===== src/rtl/cla_pkg.sv =====
// Package: shared sizes for the two-level lookahead adder.
// Assumes the data width is an exact multiple of the group width.
package cla_pkg;
    parameter int GRP_W  = 4;
    parameter int N_GRP  = 4;
    parameter int DATA_W = GRP_W * N_GRP;
endpackage


===== src/rtl/cla_pg_bits.sv =====
// Module: per-bit generate (a AND b) and propagate (a OR b) for a slice.
// Assumes nothing beyond equal-width operands.
module cla_pg_bits #(
    parameter int W = 4
) (
    input  logic [W-1:0] a_i,
    input  logic [W-1:0] b_i,
    output logic [W-1:0] gen_o,
    output logic [W-1:0] prop_o
);
    genvar i;
    generate
        for (i = 0; i < W; i++) begin : g_bit
            // one generate/propagate pair per bit position
            assign gen_o[i]  = a_i[i] & b_i[i];
            assign prop_o[i] = a_i[i] | b_i[i];
        end
    endgenerate
endmodule


===== src/rtl/cla_lookahead.sv =====
// Module: lookahead unit. Expands every carry as a flat sum of products over
// W generate/propagate pairs and a carry-in, and forms the combined P and G.
// Used both inside a group (bit level) and across groups (second level).
// Assumes W is small (flat expansion grows as W squared).
module cla_lookahead #(
    parameter int W = 4
) (
    input  logic [W-1:0] gen_i,
    input  logic [W-1:0] prop_i,
    input  logic         cin_i,
    output logic [W:0]   carry_o,
    output logic         grp_prop_o,
    output logic         grp_gen_o
);
    // flat sum-of-products carry expansion
    always_comb begin
        logic acc;
        logic prod;
        carry_o[0] = cin_i;
        for (int j = 0; j < W; j++) begin
            acc = 1'b0;
            for (int k = 0; k <= j; k++) begin
                prod = gen_i[k];
                for (int m = k + 1; m <= j; m++) prod = prod & prop_i[m];
                acc = acc | prod;
            end
            prod = cin_i;
            for (int m = 0; m <= j; m++) prod = prod & prop_i[m];
            carry_o[j+1] = acc | prod;
        end
    end

    // combined propagate and generate, carry-in independent
    always_comb begin
        logic accg;
        logic prodg;
        accg = 1'b0;
        for (int k = 0; k < W; k++) begin
            prodg = gen_i[k];
            for (int m = k + 1; m < W; m++) prodg = prodg & prop_i[m];
            accg = accg | prodg;
        end
        grp_gen_o  = accg;
        grp_prop_o = &prop_i;
    end

    // flat carries must agree with the one-step recurrence
    always_comb begin
        for (int j = 0; j < W; j++) begin
            AST_CARRY_RECURRENCE: assert (carry_o[j+1] == (gen_i[j] | (prop_i[j] & carry_o[j])));
        end
        AST_TOP_CARRY_PG: assert (carry_o[W] == (grp_gen_o | (grp_prop_o & cin_i)));
    end
endmodule


===== src/rtl/cla_group.sv =====
// Module: one carry-lookahead group. Bit pg, local lookahead, and sum bits.
// Assumes its carry-in arrives from the second-level lookahead.
module cla_group #(
    parameter int W = 4
) (
    input  logic [W-1:0] a_i,
    input  logic [W-1:0] b_i,
    input  logic         cin_i,
    output logic [W-1:0] sum_o,
    output logic         grp_prop_o,
    output logic         grp_gen_o
);
    logic [W-1:0] bit_gen;
    logic [W-1:0] bit_prop;
    logic [W:0]   carries;

    cla_pg_bits #(.W(W)) u_pg (
        .a_i    (a_i),
        .b_i    (b_i),
        .gen_o  (bit_gen),
        .prop_o (bit_prop)
    );

    cla_lookahead #(.W(W)) u_la (
        .gen_i      (bit_gen),
        .prop_i     (bit_prop),
        .cin_i      (cin_i),
        .carry_o    (carries),
        .grp_prop_o (grp_prop_o),
        .grp_gen_o  (grp_gen_o)
    );

    // sum bit from operands and the lookahead carry into that bit
    assign sum_o = a_i ^ b_i ^ carries[W-1:0];

    // group result must match arithmetic on the slice
    always_comb begin
        AST_GROUP_SUM: assert ({carries[W], sum_o} == ({1'b0, a_i} + {1'b0, b_i} + {{W{1'b0}}, cin_i}));
    end
endmodule


===== src/rtl/cla_adder16.sv =====
// Module: two-level carry-lookahead adder. N_GRP groups of GRP_W bits each;
// a second lookahead level supplies every group carry-in directly.
// Purely combinational; block P/G allow a further lookahead level above.
module cla_adder16
    import cla_pkg::*;
(
    input  logic [DATA_W-1:0] a_i,
    input  logic [DATA_W-1:0] b_i,
    input  logic              carry_i,
    output logic [DATA_W-1:0] sum_o,
    output logic              carry_o,
    output logic [N_GRP-1:0]  grp_prop_o,
    output logic [N_GRP-1:0]  grp_gen_o,
    output logic              blk_prop_o,
    output logic              blk_gen_o
);
    logic [N_GRP:0] grp_carry;

    genvar k;
    generate
        for (k = 0; k < N_GRP; k++) begin : g_grp
            cla_group #(.W(GRP_W)) u_grp (
                .a_i        (a_i[k*GRP_W +: GRP_W]),
                .b_i        (b_i[k*GRP_W +: GRP_W]),
                .cin_i      (grp_carry[k]),
                .sum_o      (sum_o[k*GRP_W +: GRP_W]),
                .grp_prop_o (grp_prop_o[k]),
                .grp_gen_o  (grp_gen_o[k])
            );
        end
    endgenerate

    cla_lookahead #(.W(N_GRP)) u_level2 (
        .gen_i      (grp_gen_o),
        .prop_i     (grp_prop_o),
        .cin_i      (carry_i),
        .carry_o    (grp_carry),
        .grp_prop_o (blk_prop_o),
        .grp_gen_o  (blk_gen_o)
    );

    // carry out of the block is the last second-level carry
    assign carry_o = grp_carry[N_GRP];

    // whole-block result must match plain arithmetic
    always_comb begin
        AST_BLOCK_SUM: assert ({carry_o, sum_o} == ({1'b0, a_i} + {1'b0, b_i} + {{DATA_W{1'b0}}, carry_i}));
        AST_BLOCK_PROP: assert (blk_prop_o == (&(a_i | b_i)));
    end
endmodule


===== config.mk =====
export PLATFORM = sky130hd
export DESIGN_NAME = cla_adder16
export DESIGN_NICKNAME = d
export VERILOG_FILES = /design/src/rtl/cla_pkg.sv /design/src/rtl/cla_pg_bits.sv /design/src/rtl/cla_lookahead.sv /design/src/rtl/cla_group.sv /design/src/rtl/cla_adder16.sv
export SDC_FILE = /design/constraint.sdc
export NUM_CORES = 1
export LEC_CHECK = 0
export ABC_AREA = 1
export BUFFER_PORTS_ARGS = -buffer_cell sky130_fd_sc_hd__buf_2
export CELL_PAD_IN_SITES_DETAIL_PLACEMENT = 1
export CELL_PAD_IN_SITES_GLOBAL_PLACEMENT = 1
export CORE_UTILIZATION = 33
export DETAILED_ROUTE_END_ITERATION = 7
export PLACE_DENSITY = 0.95
export SYNTH_ARGS = -nofsm -noshare
export SYNTH_HDL_FRONTEND = slang
export SYNTH_HIERARCHICAL = 1
export SYNTH_SLANG_ARGS = --single-unit

===== constraint.sdc =====
create_clock -name vclk -period 2.3
set_clock_uncertainty 0.1 [all_clocks]
set_input_delay 0.115 -clock vclk [all_inputs]
set_output_delay 0.115 -clock vclk [all_outputs]
set_load 0.03 [all_outputs]

==> run_results.csv, run 1 <==
group,metric,value,unit
finish,area_growth,23.40,%
placement,portBuffers,60,
placement,place_congestion,0.8386,
die,chipHeight,66.90,um
die,initial_utilization,34.50,%
critical_path,setup.worst_path.start_class,"input port",
sta,fin_crit,1.823,ns
critical_path,cp_num_buf_inv,4,
sta,relative_slew_slack,85.13,%
critical_path,critical_path.endpoint_type,"primary output",
finish,fillcell_total,675,
finish,layout_cells_sized_above_1,20.21,%
cts,count_of_cells_resized_by_post_cts_repair,0,
yosys,synthesis.yosys.warnings,6,
power,ir_drop,94.67,uV
route,remaining_antenna_violation_count,0,
finish,n_clock_buffer,0,
die,die_w,66.90,um
grt,grt_pass1_vias,1883,
route,dr_total_vias,1969,
critical_path,arrival,1.61,ns
finish,seq_cell_count,0,
route,first_pass_iters,2,
finish,final_cell_mix,"sky130_fd_sc_hd__nand2_1 (147), sky130_fd_sc_hd__inv_1 (106), sky130_fd_sc_hd__buf_2 (60)",
finish,seqCellArea,0,sq um
run_status,outcome,"completed",
route,dr.first_iter.drc_count,26,
die,core.rowCount,23,
grt,grt_pass1_wl,7100,um
sta,clock.fmax,548.7,MHz
cts,holdBufCountCts,0,
grt,grt_antenna_before_repair,0,
sta,rsz0062_at_grt,"no",
grt,grt-ovfl-total,0,
placement,hpwlAfterDp,3851,um
job,max_cap_viol_count,0,
critical_path,timing.setup.critical_path_class,"in -> out",
yosys,post_synth_instance_area,1390,sq um
critical_path,critPathRequiredTime,2.09,ns
sta,fin_crit_sh,79.24,%
worst_hold_path,hp-class,"in -> out",
critical_path,crit_path_max_incr_delay,0.19,ns
yosys,synth.net_count,359,
finish,diodes,0,
critical_path,cpLargestDelayFamily,"simple AND/OR/NAND/NOR gates",
die,dieArea,4476,sq um
sta,report.final.slew_viol_count,0,
placement,place.detailed.instances,431,
die,num_io_pins,60,
route,route.final.wire_length,4144,um
critical_path,worst_path_most_repeated_cell,"sky130_fd_sc_hd__nand2_1",
power,power-per-cell-area,296.6,nW/um^2
yosys,synth_cells,326,
grt,pin_count_of_the_biggest_net_entering_global_routing,10,
finish,nets,416,
sta,fin_setup_tns,0,ns
route,remaining_drc_errors,0,
power,leakage,1.453,nW
finish,layout.cells.non_filler,431,
finish,layout.cells.most_common,"sky130_fd_sc_hd__nand2_1",
critical_path,worst-path-max-fanout,5,
critical_path,crit_chain,"buf_2 -> inv_1 -> nand2_1 -> nand2_1 -> nand2_1 -> nand2_1 -> nand2_1 -> nand3_1 -> nand2_1 -> nor2_1 -> nand2_1 -> nand3_1 -> nand3_1 -> inv_1 -> nand2_1 -> nand2_1 -> buf_2",
yosys,post_synth.cell_area_avg,4.264,sq um
sta,final-setup-viol-count,0,
cts,cts_post_setup_buffers_inserted,0,
grt,global_route.usage.total,19.48,%
route,avgRoutedWirePerCell,9.615,um
route,routed_via_density,4.568,
sta,timing.final.hold_violations,0,
critical_path,crit_slowest_cell,"sky130_fd_sc_hd__buf_2",
sta,max_slew.worst_pin.slew,0.2224,ns
die,design.core.area,4029,sq um
where the power goes:
| group | total, W | switching [W] | internal (W) |
|---|---|---|---|
| logic | 0.000509 | 0.000352 | 0.000157 |
| clock network | 0 | 0 | 0 |
| registers | 0 | 0 | 0 |
| total | 0.000509 | 0.000352 | 0.000157 |
path summary, 6_finish.rpt:
kind	start	end	cells past startpoint
setup / recovery	a_i[1]	sum_o[14]	17
hold / removal	a_i[4]	sum_o[4]	5
per-layer routing:
metal	share of wire, %	GRT usage (%)	up-vias
met2	55	42.93	34
met5	0	0	-
met1	41	19.10	891
li1	-	-	1038
met3	3.1	1.199	6
met4	1.7	3.191	0
metrics by stage:
step           hold WS, ns  total power (W)  util (%)  setup WS, ns  instance area (sq um)
5_1_grt             0.6234        0.0005696     42.58        0.2357                   1715
3_3_place_gp        0.5732        0.0004898     42.58        0.5567                   1715
3_5_place_dp        0.5887        0.0005137     42.58        0.4643                   1715
6_report            0.5833        0.0005089     42.58        0.4774                   1715
4_1_cts             0.5895        0.0005151     42.58        0.4626                   1715
2_1_floorplan       0.3003        0.0003685         -        0.5980                   1390
worst min-delay path: stages:
cell                      delay (ns)
sky130_fd_sc_hd__buf_2          0.11
sky130_fd_sc_hd__nand2_1        0.07
sky130_fd_sc_hd__nand3_1        0.06
sky130_fd_sc_hd__nand2_1        0.05
sky130_fd_sc_hd__buf_2          0.17
area by class of cell:
cell class / instances / area, sq um / share of cell area [%]
Inverter: 106 / 397.9 / 23.19
Multi-Input combinational cell: 215 / 954.7 / 55.65
Tap cell: 50 / 62.56 / 3.647
Timing Repair Buffer: 60 / 300.3 / 17.51
Power figures use the tool's default switching activity.
==> run 2, diff against run 1 <==
--- a/config.mk
+++ b/config.mk
@@ -9,9 +9,9 @@
 export BUFFER_PORTS_ARGS = -buffer_cell sky130_fd_sc_hd__buf_2
 export CELL_PAD_IN_SITES_DETAIL_PLACEMENT = 1
 export CELL_PAD_IN_SITES_GLOBAL_PLACEMENT = 1
-export CORE_UTILIZATION = 33
+export CORE_UTILIZATION = 31
 export DETAILED_ROUTE_END_ITERATION = 7
-export PLACE_DENSITY = 0.95
+export PLACE_DENSITY = 0.9
 export SYNTH_ARGS = -nofsm -noshare
 export SYNTH_HDL_FRONTEND = slang
 export SYNTH_HIERARCHICAL = 1
==> constraint.sdc (replaced) <==
create_clock -name vclk -period 1.7
set_clock_uncertainty 0.1 [all_clocks]
set_input_delay 0.085 -clock vclk [all_inputs]
set_output_delay 0.085 -clock vclk [all_outputs]
set_load 0.03 [all_outputs]
==> run_results.csv, run 2 (synthesis results as in run 1) <==
group,metric,value,unit
run_status,outcome,"completed",
grt,grt_pass1_wl,6837,um
power,clock_power_share,0,%
power,net-switching-power,0.0005279,W
finish,n_clock_buffer,0,
job,max_cap_viol_count,0,
route,dr.first_iter.drc_count,44,
sta,report.final.slew_viol_count,0,
route,route.final.wire_length,5051,um
grt,grt_antenna_before_repair,0,
sta,fin_setup_tns,0,ns
finish,seqCellArea,0,sq um
die,initial_utilization,33.54,%
power,power.internal,0.0002931,W
die,die_w,68.97,um
die,core.rowCount,23,
route,routed_via_density,4.538,
placement,setup_ws_pre_cts,-0.04055,ns
critical_path,crit_chain,"buf_2 -> nand2_1 -> inv_1 -> a21oi_2 -> nand2_2 -> nand3_2 -> nand2_2 -> nor2_4 -> nand2_2 -> buf_4 -> inv_1 -> nand2_1 -> nand2_1 -> buf_2",
finish,layout.cells.most_common,"sky130_fd_sc_hd__nand2_1",
die,chipHeight,68.97,um
power,power-per-cell-area,404.8,nW/um^2
grt,grt-ovfl-total,0,
die,dieArea,4756,sq um
finish,diodes,0,
critical_path,crit_path_max_incr_delay,0.19,ns
critical_path,crit_slowest_cell,"sky130_fd_sc_hd__buf_2",
finish,layout_cells_sized_above_1,34.08,%
sta,layout_setup_ws,0.05254,ns
critical_path,arrival,1.46,ns
route,avgRoutedWirePerCell,11.17,um
finish,seq_cell_count,0,
finish,final_cell_mix,"sky130_fd_sc_hd__nand2_1 (128), sky130_fd_sc_hd__inv_1 (92), sky130_fd_sc_hd__buf_2 (43)",
critical_path,timing.setup.critical_path_class,"in -> out",
critical_path,critPathRequiredTime,1.51,ns
critical_path,critical_path.endpoint_type,"primary output",
sta,max_slew.worst_pin.slew,0.2045,ns
finish,area_growth,45.90,%
grt,global_route.usage.total,17.73,%
finish,nets,437,
route,remaining_drc_errors,0,
power,fin_total_pwr,0.0008210,W
sta,fin_crit,1.647,ns
placement,portBuffers,60,
cts,holdBufCountCts,0,
sta,clock.fmax,607.0,MHz
critical_path,worst-path-max-fanout,4,
route,remaining_antenna_violation_count,0,
power,power.share.switching,64.30,%
sta,final-setup-viol-count,0,
critical_path,setup.worst_path.start_class,"input port",
power,leakage,1.584,nW
die,num_io_pins,60,
placement,hpwlAfterDp,3738,um
power,ir_drop,143.1,uV
grt,pin_count_of_the_biggest_net_entering_global_routing,10,
grt,grt_pass1_vias,1782,
sta,timing.final.hold_violations,0,
placement,place_congestion,0.8144,
route,first_pass_iters,4,
route,dr_total_vias,2051,
finish,final_util,48.94,%
sta,fin_crit_sh,96.91,%
worst_hold_path,hp-class,"in -> out",
sta,relative_slew_slack,86.36,%
power,comb_pwr_share,100.0,%
power,seq_power_share,0,%
die,design.core.area,4144,sq um
## run 2: cell types whose count changed in the layout (fill, tap and decap cells not counted), sizes merged
cell,previous run,this run
buf,60,80
clkbuf,0,1
## run 2: cell type report
cell class / instances / area, sq um
fill: 667 / 2116
inverter: 106 / 400.4
timing repair buffer: 81 / 508.0
tap: 50 / 62.56
multi-input combinational: 215 / 1057
## run 2: power by group through the flow
stage / sequential, W / clock [W] / combinational [W]
floorplan: 0 / 0 / 0.000499
global placement: 0 / 0 / 0.000692
detailed placement: 0 / 0 / 0.000719
CTS: 0 / 0 / 0.000729
global route: 0 / 0 / 0.000904
finish: 0 / 0 / 0.000821
## run 2: metal layers
metal,share of wire (%),vias to the layer above,GRT usage (%)
met4,0.61,0,0.2551
met1,41,930,20.10
met5,0,-,0
li1,-,1077,-
met2,55,40,37.62
met3,2.8,4,0.3289
## run 2: final timing paths
path	from	endpoint	cells past startpoint
worst max-delay path	a_i[2]	sum_o[12]	14
worst min-delay path	a_i[15]	sum_o[15]	5
## run 2: timing repair
action	CTS	global route
setup buffers	0	12
endpoints found under the setup margin	3	11
pin swaps	0	28
gates resized for setup	4	61
## run 2: critical path, delay by kind of cell
kind	cells	cell delay, ns
buffers and inverters	5	0.58
AOI/OAI and AO/OA	1	0.14
and+or+nand+nor	8	0.64
## run 2: through the flow
| step | area (sq um) | instances | hold slack [ns] |
|---|---|---|---|
| floorplan | 1390 | 326 | 0.2403 |
| global placement | 1783 | 440 | 0.5119 |
| detailed placement | 1783 | 440 | 0.5272 |
| CTS | 1793 | 440 | 0.5294 |
| global route | 2028 | 452 | 0.5404 |
| finish | 2028 | 452 | 0.5112 |
